<file path="config.mk">
export PLATFORM = sky130hd
export DESIGN_NAME = rz_word_tx
export DESIGN_NICKNAME = d
export VERILOG_FILES = /design/src/rtl/rz_word_tx.sv
export SDC_FILE = /design/constraint.sdc
export NUM_CORES = 1
export LEC_CHECK = 0
export ABC_CLOCK_PERIOD_IN_PS = 6000
export BUFFER_PORTS_ARGS = -buffer_cell sky130_fd_sc_hd__buf_2
export CORE_UTILIZATION = 48
export DETAILED_ROUTE_END_ITERATION = 8
export PLACE_DENSITY = 0.68
export SYNTH_ARGS = -nofsm -noshare
export SYNTH_HDL_FRONTEND = slang
export SYNTH_SLANG_ARGS = --single-unit
</file>
<file path="constraint.sdc">
create_clock -name clk -period 6 [get_ports clk]
set_input_delay 1.5 -clock clk [delete_from_list [all_inputs] [get_ports clk]]
set_output_delay 1.5 -clock clk [all_outputs]
set_load 0.01 [all_outputs]
</file>
<file path="src/rtl/rz_word_tx.sv">
module rz_word_tx #(
  parameter int WORD_W = 32,
  parameter int BYTE_W = 8,
  parameter int DIV_W  = 8
) (
  input  logic              clk,
  input  logic              rst_n,
  input  logic              prog_en,
  input  logic              wr_en,
  input  logic [BYTE_W-1:0] wr_byte,
  input  logic [DIV_W-1:0]  div_n,
  input  logic              start,
  output logic              line_one,
  output logic              line_zero,
  output logic              busy,
  output logic              done
);
  localparam int NBYTES = WORD_W / BYTE_W;
  localparam int IDX_W  = $clog2(NBYTES + 1);
  localparam int BIT_W  = $clog2(WORD_W);
  localparam logic [DIV_W-1:0] MIN_RATIO = DIV_W'(2);
  localparam logic [IDX_W-1:0] IDX_FULL  = IDX_W'(NBYTES);
  localparam logic [BIT_W-1:0] LAST_BIT  = BIT_W'(WORD_W - 1);

  logic [WORD_W-1:0] word_q, shift_q;
  logic [IDX_W-1:0]  idx_q;
  logic [DIV_W-1:0]  ratio_q, phase_q, even_n, ratio_d;
  logic [BIT_W-1:0]  bit_q;
  logic              prog_q, busy_q, done_q;
  logic              take_byte, go, bit_end, tx_clk;

  assign even_n    = div_n & ~DIV_W'(1);
  assign ratio_d   = (even_n < MIN_RATIO) ? MIN_RATIO : even_n;
  assign take_byte = wr_en && prog_q && !busy_q && !prog_en && (idx_q != IDX_FULL);
  assign go        = start && !busy_q && !prog_en;
  assign bit_end   = busy_q && (phase_q == ratio_q - 1'b1);
  assign tx_clk    = busy_q && (phase_q < (ratio_q >> 1));

  assign line_one  = tx_clk &  shift_q[0];
  assign line_zero = tx_clk & ~shift_q[0];
  assign busy      = busy_q;
  assign done      = done_q;

  always_ff @(posedge clk or negedge rst_n) begin
    if (!rst_n) begin
      word_q <= '0;
    end else if (take_byte) begin
      for (int b = 0; b < NBYTES; b++)
        if (idx_q == IDX_W'(b)) word_q[b*BYTE_W +: BYTE_W] <= wr_byte;
    end
  end

  always_ff @(posedge clk or negedge rst_n) begin
    if (!rst_n) begin
      idx_q   <= '0;
      prog_q  <= 1'b0;
      busy_q  <= 1'b0;
      done_q  <= 1'b0;
      shift_q <= '0;
      ratio_q <= MIN_RATIO;
      phase_q <= '0;
      bit_q   <= '0;
    end else if (busy_q) begin
      if (bit_end) begin
        phase_q <= '0;
        shift_q <= shift_q >> 1;
        bit_q   <= bit_q + 1'b1;
        if (bit_q == LAST_BIT) begin
          busy_q <= 1'b0;
          done_q <= 1'b1;
        end
      end else begin
        phase_q <= phase_q + 1'b1;
      end
    end else if (prog_en) begin
      idx_q  <= '0;
      prog_q <= 1'b1;
      done_q <= 1'b0;
    end else if (go) begin
      busy_q  <= 1'b1;
      done_q  <= 1'b0;
      prog_q  <= 1'b0;
      shift_q <= word_q;
      ratio_q <= ratio_d;
      phase_q <= '0;
      bit_q   <= '0;
    end else if (take_byte) begin
      idx_q <= idx_q + 1'b1;
    end
  end
endmodule

</file>
==> flow_summary.yaml <==
final_layout:
  fin_util_pct: 54.4
  fin_cells: 503
  regArea_mm2: 0.00225
  fill_cells: 736
  insertedDiodeCount: 0
  area_growth_pct: 9.78
  layout.nets: 426
  multi_input_area_mm2: 0.00190
  drive_gt1_share_pct: 21.0
drt:
  wl_met2_um: 4150
  drcViolationCount: 0
  drt_pass1_iterations: 4
  wl_met3_um: 288
  drtAntennaViolNets: 0
  vias: 2933
  top_layer: "met4"
  wl_per_cell_um: 17.0
  wirelength_um: 8550
  wl_met1_um: 3970
  dr.first_iter.drc_count: 214
  vias_per_cell: 5.83
synthesis:
  postSynthNetCount: 408
  syn_area_mm2: 0.00433
  synth_area_leaders: "dfrtp_1 51%, mux2_2 8.3%, o221a_1 7.8%, nand2b_1 4.8%, ha_1 4.3%"
  synth_warnings: 0
  ys_ff_latch: 90
  synthTopCellsByCount: "89 x dfrtp_1, 33 x nand2b_1, 32 x mux2_2, 30 x o221a_1, 20 x inv_1"
  avgSynthCellArea_um2: 11.6
  ys_seq_area_share_pct: 52.1
  synth_top_cell_by_area: "dfrtp_1"
  synth_cells: 372
  dominantRegCellSynth: "dfrtp_1"
  synth-edff-count: 0
  synthMostInstantiatedCell: "dfrtp_1"
  async_reset_ff_share_pct: 100
  synth.top_cell.area_share_pct: 51.5
  synthDistinctLibCells: 46
placed_design:
  dp_hpwl_um: 5620
  place_congestion: 0.816
  placedCellCount: 487
  portBuffers: 23
sta:
  tightest_slew_ps: 701
  period_share_pct: 67.1
  relSlewSlack_pct: 53.3
  slew_viol_final: 0
  rsz0062_at_grt: "no"
  hold_ws_ps: 502
  worst_clock_skew_ps: 16.6
  fmax_mhz: 248
  setup_tns_ps: 0
  fin_crit_ps: 4030
  setup_violations: 0
  finalHoldViolCount: 0
power_and_ir_drop:
  switchingPower_mw: 0.681
  intPower_mw: 1.40
  power_mw: 2.09
  comb_power_share_pct: 27.9
  ir_drop_mv: 0.223
  seqPwrFrac_pct: 49.5
  pwr-share-clk_pct: 22.7
  swShare_pct: 32.7
  power.density_mw_per_mm2: 439
  p_leak_nw: 2.12
setup_path:
  startpoint_type: "flip-flop"
  cp_max_fo: 5
  critPathSlowestCell: "a2111oi_0"
  reg2reg_from: "ratio_q[1]"
  worstSetupStartpoint: "ratio_q[2]"
  path_cells: "inv_1 > ha_1 > a21o_1 > a21o_1 > a21oi_1 > o21ai_0 > a2111oi_0 > buf_2"
  max_stage_delay_ps: 550
  required_ps: 4500
  crit_path_frequent_cell: "a21o_1"
  cp-end-kind: "primary output"
  crit_type: "flip-flop to primary output"
  cp.arrival_ps: 2530
global_route:
  grt_pass1_vias: 3034
  grt_overflow_total: 0
  grt_max_degree: 57
  antenna_found_initial: 0
  grt_pass1_wl_um: 14800
  track_usage_pct: 19.9
min_path:
  min_path_type: "flip-flop to flip-flop"
  min-delay-start: "word_q[26]"
clock_tree:
  clk_root_buffer_cell: "clkbuf_8"
  htreeDepth: 3
  cts_max_path_buffers: 2
  cts_resized: 0
  clk_pin_slew_ps: 90
  cts_setup_buffers: 0
  cts.sinks: 90
  cts_inserted_buffers: 9
  cts_tree: "done"
  insertion_delay_ps: 350
  cts.hold.buffers_added: 0
die:
  die_x_um: 96.9
  dieArea_mm2: 0.00939
  rows: 34
  start_util_pct: 49.6
  core_area_mm2: 0.00872
  die_y_um: 96.9
  io_pins: 25
run_status:
  status: "completed"
run:
  cap_violations: 0
worst max-delay path: cells and delay by family (launching register included):
family                     cells  cell delay [ps]
buffers and inverters          2              320
AOI/OAI and AO/OA              5             1150
DFF                            1              410
adders and majority gates      1              300
power by group through the flow:
| stage | combinational (mW) | sequential [mW] | clock, mW |
|---|---|---|---|
| after detailed placement | 0.585 | 1.04 | 0 |
| after global placement | 0.555 | 1.03 | 0 |
| after floorplan | 0.478 | 0.971 | 0 |
| after global routing | 0.659 | 1.07 | 0.507 |
| final | 0.581 | 1.03 | 0.473 |
| after CTS | 0.585 | 1.03 | 0.484 |
logic make-up after synthesis:
| kind of cell | Yosys count | synth area share [%] |
|---|---|---|
| and+or+nand+nor | 101 | 13.0 |
| AOI/OAI and AO/OA | 81 | 15.4 |
| buffers and inverters | 41 | 4.25 |
| DFF | 90 | 52.1 |
| adders and majority gates | 15 | 4.34 |
| muxes | 37 | 9.49 |
| xor gates and xnor gates | 7 | 1.42 |
sequential cells by signal, summed over array words and instances (netlist names):
signal,count
busy,1
idx_q,3
prog_q,1
shift_q,32
phase_q,8
done,1
ratio_q,7
bit_q,5
word_q,32
cell type report:
type | count | share of cell area (%)
Inverter | 20 | 1.58
Clock buffer | 10 | 2.90
Tap cell | 108 | 2.85
Multi-Input combinational cell | 241 | 39.9
Sequential cell | 90 | 47.5
Clock inverter | 6 | 2.00
Timing Repair Buffer | 28 | 3.27
metrics by stage:
stage	instance area (um^2)	worst slack, ps
global route	4750	1760
detailed placement	4520	2350
floorplan	4330	2570
CTS	4750	1940
finish	4750	1970
global placement	4520	2370
worst paths after layout:
kind | endpoint | slack (ps) | depth (start not counted)
min in group asynchronous | phase_q[1] | 1080 | 1
worst max-delay path | line_one | 1970 | 8
worst max register to register | shift_q[22] | 2970 | 9
max in group asynchronous | shift_q[24] | 3840 | 2
worst min-delay path | word_q[26] | 500 | 1
worst min register to register | word_q[26] | 500 | 1
layout by cell type, fill, tap and decap left out, types with 6 or more instances in the layout:
master and count:
dfrtp_1 89, ha_1 15, nand2_1 19, inv_1 20
o221a_1 30, buf_2 22, clkbuf_8 10, nand2b_1 33
a21oi_1 7, buf_4 6, mux2_2 32, o21ai_0 18
nand3_1 10
routing by layer:
metal / track usage, % / vias to the layer above
li1: - / 1397
met4: 6.89 / 0
met1: 27.3 / 1463
met5: 0 / -
met3: 4.34 / 8
met2: 31.3 / 65
Note: power is estimated with default switching activity, not from simulation.
